<file path="src/rtl/dbg_arm_pkg.sv">
package dbg_arm_pkg;
  localparam int REG_W    = 8;
  localparam int B_ARM    = 0;
  localparam int B_TRIG   = 1;
  localparam int B_SWBRK  = 2;
  localparam int B_MODE   = 3;
  localparam int B_TGT_LO = 4;
  localparam int B_BANK_LO = 6;

  typedef struct packed {
    logic [1:0] bank;
    logic [1:0] tgt;
    logic       mode;
    logic       swbrk_en;
  } dbg_fields_t;

  typedef enum logic [1:0] {
    TGT_NONE = 2'b00,
    TGT_CP   = 2'b01,
    TGT_CPU  = 2'b10,
    TGT_BOTH = 2'b11
  } dbg_tgt_e;
endpackage

</file>
<file path="src/rtl/dbg_ctrl_regs.sv">
module dbg_ctrl_regs
  import dbg_arm_pkg::*;
(
  input  logic             clk,
  input  logic             rst,
  input  logic             wr_en,
  input  logic [REG_W-1:0] wr_data,
  input  logic             secure,
  input  logic             trace_started,
  input  logic             hw_disarm,
  output logic             arm,
  output dbg_fields_t      fields,
  output logic             enter_first,
  output logic             force_final
);
  dbg_fields_t wr_fields;
  logic        trig_ok;

  always_comb begin
    wr_fields.swbrk_en = wr_data[B_SWBRK];
    wr_fields.mode     = wr_data[B_MODE];
    wr_fields.tgt      = wr_data[B_TGT_LO +: 2];
    wr_fields.bank     = wr_data[B_BANK_LO +: 2];
    trig_ok = wr_en && arm && wr_data[B_ARM] && wr_data[B_TRIG]
              && !secure && !trace_started && !hw_disarm;
  end

  always_ff @(posedge clk) begin
    if (rst) begin
      arm         <= 1'b0;
      fields      <= '0;
      enter_first <= 1'b0;
      force_final <= 1'b0;
    end else begin
      enter_first <= wr_en && !arm && wr_data[B_ARM];
      force_final <= trig_ok;
      if (hw_disarm)
        arm <= 1'b0;
      else if (wr_en)
        arm <= wr_data[B_ARM];
      if (wr_en && !arm)
        fields <= wr_fields;
    end
  end
endmodule

</file>
<file path="src/rtl/dbg_brk_gen.sv">
module dbg_brk_gen
  import dbg_arm_pkg::*;
(
  input  logic        clk,
  input  logic        rst,
  input  logic        arm,
  input  dbg_fields_t fields,
  input  logic        trace_en,
  input  logic        trace_done,
  input  logic        final_reached,
  input  logic        cp_swbrk_req,
  input  logic        bgnd_en,
  output logic        hw_disarm,
  output logic        cp_brk,
  output logic        brk_bgnd,
  output logic        brk_swi
);
  logic sess_end;
  logic cpu_fire;
  logic cp_fire;

  always_comb begin
    sess_end  = arm && (trace_en ? trace_done : final_reached);
    cp_fire   = sess_end && fields.tgt[0];
    cpu_fire  = (sess_end && fields.tgt[1]) || (cp_swbrk_req && fields.swbrk_en);
    hw_disarm = arm && ((trace_en && trace_done) ||
                        (!trace_en && final_reached && (fields.tgt != TGT_NONE)));
  end

  always_ff @(posedge clk) begin
    if (rst) begin
      cp_brk   <= 1'b0;
      brk_bgnd <= 1'b0;
      brk_swi  <= 1'b0;
    end else begin
      cp_brk   <= cp_fire;
      brk_bgnd <= cpu_fire && fields.mode && bgnd_en;
      brk_swi  <= cpu_fire && !bgnd_en;
    end
  end
endmodule

</file>
<file path="src/rtl/dbg_bank_dec.sv">
module dbg_bank_dec #(
  parameter int NUM_BANKS = 4,
  localparam int BANK_W   = (NUM_BANKS > 1) ? $clog2(NUM_BANKS) : 1
) (
  input  logic [BANK_W-1:0]    bank,
  output logic [NUM_BANKS-1:0] bank_oh
);
  for (genvar g = 0; g < NUM_BANKS; g++) begin : g_dec
    assign bank_oh[g] = (bank == BANK_W'(g));
  end
endmodule

</file>
<file path="src/rtl/dbg_arm_ctrl.sv">
module dbg_arm_ctrl
  import dbg_arm_pkg::*;
#(
  parameter int NUM_BANKS = 4
) (
  input  logic             clk,
  input  logic             rst,
  input  logic             wr_en,
  input  logic [REG_W-1:0] wr_data,
  output logic [REG_W-1:0] rd_data,
  input  logic             trace_en,
  input  logic             trace_started,
  input  logic             trace_done,
  input  logic             final_reached,
  input  logic             secure,
  input  logic             bgnd_en,
  input  logic             cp_swbrk_req,
  output logic             seq_enter_first,
  output logic             seq_force_final,
  output logic             cp_brk,
  output logic             brk_bgnd,
  output logic             brk_swi,
  output logic [NUM_BANKS-1:0] bank_oh
);
  logic        arm;
  logic        hw_disarm;
  dbg_fields_t fields;

  dbg_ctrl_regs u_regs (
    .clk(clk), .rst(rst), .wr_en(wr_en), .wr_data(wr_data),
    .secure(secure), .trace_started(trace_started), .hw_disarm(hw_disarm),
    .arm(arm), .fields(fields),
    .enter_first(seq_enter_first), .force_final(seq_force_final)
  );

  dbg_brk_gen u_brk (
    .clk(clk), .rst(rst), .arm(arm), .fields(fields),
    .trace_en(trace_en), .trace_done(trace_done), .final_reached(final_reached),
    .cp_swbrk_req(cp_swbrk_req), .bgnd_en(bgnd_en),
    .hw_disarm(hw_disarm), .cp_brk(cp_brk), .brk_bgnd(brk_bgnd), .brk_swi(brk_swi)
  );

  dbg_bank_dec #(.NUM_BANKS(NUM_BANKS)) u_bank (
    .bank(fields.bank[((NUM_BANKS > 1) ? $clog2(NUM_BANKS) : 1)-1:0]),
    .bank_oh(bank_oh)
  );

  always_comb begin
    rd_data                  = '0;
    rd_data[B_ARM]           = arm;
    rd_data[B_SWBRK]         = fields.swbrk_en;
    rd_data[B_MODE]          = fields.mode;
    rd_data[B_TGT_LO +: 2]   = fields.tgt;
    rd_data[B_BANK_LO +: 2]  = fields.bank;
  end
endmodule

</file>
<file path="config.mk">
export PLATFORM = sky130hd
export DESIGN_NAME = dbg_arm_ctrl
export DESIGN_NICKNAME = d
export VERILOG_FILES = /design/src/rtl/dbg_arm_pkg.sv /design/src/rtl/dbg_ctrl_regs.sv /design/src/rtl/dbg_brk_gen.sv /design/src/rtl/dbg_bank_dec.sv /design/src/rtl/dbg_arm_ctrl.sv
export SDC_FILE = /design/constraint.sdc
export NUM_CORES = 1
export LEC_CHECK = 0
export BUFFER_PORTS_ARGS = -buffer_cell sky130_fd_sc_hd__buf_2
export CORE_UTILIZATION = 38
export DETAILED_ROUTE_END_ITERATION = 12
export GPL_TIMING_DRIVEN = 0
export PLACE_DENSITY = 0.75
export SLEW_MARGIN = 15
export SYNTH_ARGS = -nofsm -noshare
export SYNTH_HDL_FRONTEND = slang
export SYNTH_SLANG_ARGS = --single-unit
</file>
<file path="constraint.sdc">
create_clock -name clk -period 1.2 [get_ports clk]
set_input_delay 0.06 -clock clk [delete_from_list [all_inputs] [get_ports clk]]
set_output_delay 0.06 -clock clk [all_outputs]
set_load 0.01 [all_outputs]
</file>
* After elaboration in Yosys (flattened, before gate mapping)
Index checks and enable logic that the tools add are counted.
** Storage, ports and cells
- Logic and storage cells :: 44
- Bits in registers :: 12
- ROM bits :: 0
- Bits in latches :: 0
- Output and inout bits :: 17
- Bits in writable memories :: 0
- Memories :: 0
** Cells by class
- $add $sub $neg :: 0
- $lt $le $gt $ge :: 0
- Shift operators :: 0
- Reductions and logical operators :: 30
- $mul :: 0
- Divide/modulo/power cells :: 0
- Bitwise logic cells :: 0
- Equal/unequal tests :: 3
- Mux-type cells :: 1
** Operators by type and width (number)
- 1-bit logical AND :: 19
- 1-bit logical NOT :: 6
- 2-bit equality test, second input constant :: 2
- 2-bit by 1-bit equality test with 1-bit output, second input constant :: 1
- 2-bit logical NOT :: 1
- 1-bit logical OR :: 2
- 2-bit nonzero test :: 1
- 2-bit OR reduction :: 1
- 1-bit 2-to-1 mux :: 1

* Logic depth before layout (Yosys ltp)
- Depth in word-level cells :: 7
- Depth in mapped cells :: 4
- Depth with buffers taken out :: 3

* Cells and area by module
A second synthesis with hierarchy kept.
** Second synthesis, totals
- Cell total of the unflattened synthesis :: 54
- Area total of the unflattened synthesis :: 553.0 µm²
** Modules (own cells, without submodules)
- dbg_ctrl_regs :: sequential area each 180.2 µm², times used 1, area an instance 387.9 µm², cells each 35
- dbg_brk_gen :: sequential area each 60.1 µm², times used 1, area an instance 120.1 µm², cells each 12
- dbg_bank_dec :: sequential area each 0.0 µm², times used 1, area an instance 26.3 µm², cells each 4
- dbg_arm_ctrl :: sequential area each 0.0 µm², times used 1, area an instance 18.8 µm², cells each 3

* Worst setup path after synthesis
No wires, ideal clock.
- Kind :: reg2reg
- Start point :: register u_regs.arm
- End point :: register, netlist name u_regs.fields[4]
- Required time :: 1086 ps
- Setup slack :: 175 ps
- Data arrival time :: 910 ps
- Library setup time :: 114 ps
- Cell stages (with the launch flop) :: 5
- Cells stage by stage :: dfxtp_1 nand2b_1 buf_6 mux2i_1 nor2_1
** On the way
- Cells in the longest elaborated chain, start to end :: 2
** RTL lines
- start: declaration :: line dbg_ctrl_regs.sv:11 : output logic arm,
- start signal: assignment :: line dbg_ctrl_regs.sv:40 : arm <= wr_data[B_ARM];
- 1-bit logical NOT :: line dbg_ctrl_regs.sv:41 : if (wr_en && !arm)
- 1-bit logical AND :: line dbg_ctrl_regs.sv:41
No other way between the ends.
A chain may end at the register's enable or synchronous reset.

* Worst setup path in the final report
- Start point :: register, netlist name u_regs.fields[3]
- End point :: register u_regs.force_final
** On the way
- Cells in the longest elaborated chain, start to end :: 6
** RTL lines
- 2-bit nonzero test :: line dbg_brk_gen.sv:27 : (!trace_en && final_reached && (fields.tgt != TGT_NONE)));
- 1-bit logical AND :: line dbg_brk_gen.sv:27
- 1-bit logical OR :: line dbg_brk_gen.sv:26 : hw_disarm = arm && ((trace_en && trace_done) ||
- 1-bit logical AND :: line dbg_brk_gen.sv:26
- 1-bit logical NOT :: line dbg_ctrl_regs.sv:25 : && !secure && !trace_started && !hw_disarm;
- 1-bit logical AND :: line dbg_ctrl_regs.sv:25
- end signal: assignment :: line dbg_ctrl_regs.sv:36 : force_final <= trig_ok;
- end: declaration :: line dbg_ctrl_regs.sv:14 : output logic force_final
No other way between the ends.

==> flow_metrics.py <==
metrics = {
    "timing": {
        "slew_viol_final": 0,
        "setup_tns_ns": 0,
        "period_share": 0.878,
        "setup_slack_ns": 0.146,
        "finalHoldViolations": 0,
        "hold-worst-slack_ns": 0.0251,
        "min_period_ns": 1.05,
        "rsz0062_at_grt": "no",
        "skew_ns": 0.000717,
        "setup_viol": 0,
        "max_clock_freq_mhz": 949,
    },
    "global_routing": {
        "gr-usage-all-layers": 0.131,
        "grt_pass1_wl_um": 1280,
        "grt_antenna_before_repair": 0,
        "grt_overflow_total": 0,
        "grt_pass1_vias": 329,
        "grt_max_degree": 11,
    },
    "floorplan": {
        "coreArea_sq_um": 1170,
        "fp.dieW_um": 38.5,
        "io_pins": 35,
        "rows": 12,
        "start_util": 0.433,
        "dieArea_sq_um": 1480,
        "die_h_um": 38.5,
    },
    "placed_design": {
        "pre_cts_ws_ns": 0.0751,
        "dp_cells": 100,
        "place_hpwl_um": 766,
        "io_buffer_count": 33,
        "globalplace.congestion": 0.722,
    },
    "setup_path": {
        "critPathSlowestCell": "a2111oi_2",
        "cp-end-kind": "register",
        "path_cells": "nor2_1 > o21ai_1 > a2111oi_2",
        "worstPathMaxFanout": 4,
        "cp.required_ns": 1.36,
        "critPathKind": "register to register",
        "cpPeakStageDelay_ns": 0.36,
        "startpoint_type": "register",
        "crit_arrival_ns": 1.22,
    },
    "synth": {
        "netlist.area_leader.share": 0.474,
        "synth_seq_cells": 12,
        "yosysSeqAreaShare": 0.474,
        "syn_area_per_cell_sq_um": 9.56,
        "synth_fp_nets": 71,
        "yosysWarningCount": 0,
        "synth_top_cell_by_area": "dfxtp_1",
        "synth.top_cells.by_area": "dfxtp_1 47%, mux2i_1 14%, nor2_1 6.7%",
        "synthCells": 53,
        "synth_cell_types": 18,
        "netlist_area_sq_um": 507,
    },
    "clocking": {
        "cts_setup_buffers": 0,
        "path_clk_slew_ns": 0.07,
        "cts_tree": "done",
        "cts_max_level": 1,
        "insertion_delay_ns": 0.27,
        "clock-sinks": 12,
        "root_buffer": "clkbuf_4",
        "cts_buffers": 3,
        "clockBufferDepth": 2,
    },
    "final_layout": {
        "n_fill_cell": 111,
        "nets": 110,
        "final_cell_mix": "33 x buf_2, 11 x dfxtp_1, 9 x nor2_1",
        "final_cell_count_no_fill": 105,
        "syn_to_final_growth_pct": 45.4,
        "final_common_cell": "buf_2",
        "n_antenna_cell": 0,
        "drive_gt1_frac": 0.473,
    },
    "power_and_ir_drop": {
        "power.leakage_uw": 0.000396,
        "cellPowerDensity_nw_per_um2": 1200,
        "power_uw": 885,
        "max-vdd-ir-drop_uv": 905,
    },
    "routing": {
        "drt_wl_total_um": 957,
        "num_vias": 493,
        "ant_nets": 0,
        "drtPass1Iterations": 2,
        "drt_first_iter_violations": 3,
        "wl_per_cell_um": 9.11,
        "vias_per_cell": 4.70,
        "drc": 0,
    },
    "hold_path": {
        "hold_path_class": "primary input to register",
    },
    "run_status": {
        "status": "complete, no violations",
    },
    "run": {
        "max_cap_viol_count": 0,
    },
}
kinds of logic after synthesis:
group           share of synthesized area
simple gates                        0.247
flops                               0.474
mux                                 0.138
compound gates                     0.0666
buf+inv                            0.0667
other cells                       0.00740
final cells by class:
cell class / count / area (sq um) / area share
well taps: 14 / 17.5 / 0.0238
plain buffers: 4 / 33.8 / 0.0458
multi-input cells: 37 / 233 / 0.316
repair buffers: 34 / 175 / 0.238
clock buffers: 4 / 36.3 / 0.0492
flip-flops and latches: 12 / 241 / 0.328
state kept, by name, indices dropped and copies added (netlist names):
register and flops:
u_regs.fields 6, u_regs.arm 1, u_brk.brk_bgnd 1, u_regs.force_final 1, u_regs.enter_first 1, u_brk.brk_swi 1
u_brk.cp_brk 1
cell usage after synthesis, drive strengths merged:
master   number
conb          1
and2          1
dfxtp        12
nor2          9
o21ai         2
and3          1
nand2         3
nor2b         3
nand3         1
nor3          2
mux2i         7
a221oi        1
a2111oi       1
nand2b        3
buf           4
nand3b        2
power breakdown:
group          switching, uW  leakage [uW]  internal (uW)
clock network            127     0.0000210            184
logic                   65.0      0.000277           75.9
registers               16.6     0.0000985            416
total                    209      0.000396            676
path summary, 6_finish.rpt:
kind	start	end	slack, ns	cells after the start
worst max-delay path	u_regs.fields[3]	u_regs.force_final	0.15	3
worst min-delay path	wr_data[2]	u_regs.fields[0]	0.03	3
worst max register to register	u_regs.fields[3]	u_regs.force_final	0.15	3
worst min register to register	u_regs.fields[2]	u_brk.cp_brk	0.48	2
routing by layer:
metal / vias up / track usage / share of wire
met5: - / 0 / 0
met4: 0 / 0.0259 / 0
met3: 0 / 0.0872 / 0.077
met2: 20 / 0.208 / 0.50
met1: 222 / 0.145 / 0.42
li1: 251 / - / -
critical path: cells and delay by family (launching register included):
family / cells / cell delay (ns)
AOI/OAI and AO/OA: 2 / 0.47
DFF: 1 / 0.34
and+or+nand+nor: 1 / 0.14
per-stage QoR:
step                 util  cell area [sq um]
floorplan               -                507
global placement    0.589                689
detailed placement  0.589                689
CTS                 0.628                736
global route        0.629                737
finish              0.629                737
timing repair:
item | 4_1_cts | 5_1_grt
gates resized for setup | 0 | 1
endpoints found under the setup margin | 0 | 5
hold buffers | 1 | 0
endpoints found under the hold margin | 1 | 0
Note: power is estimated with default switching activity, not from simulation.
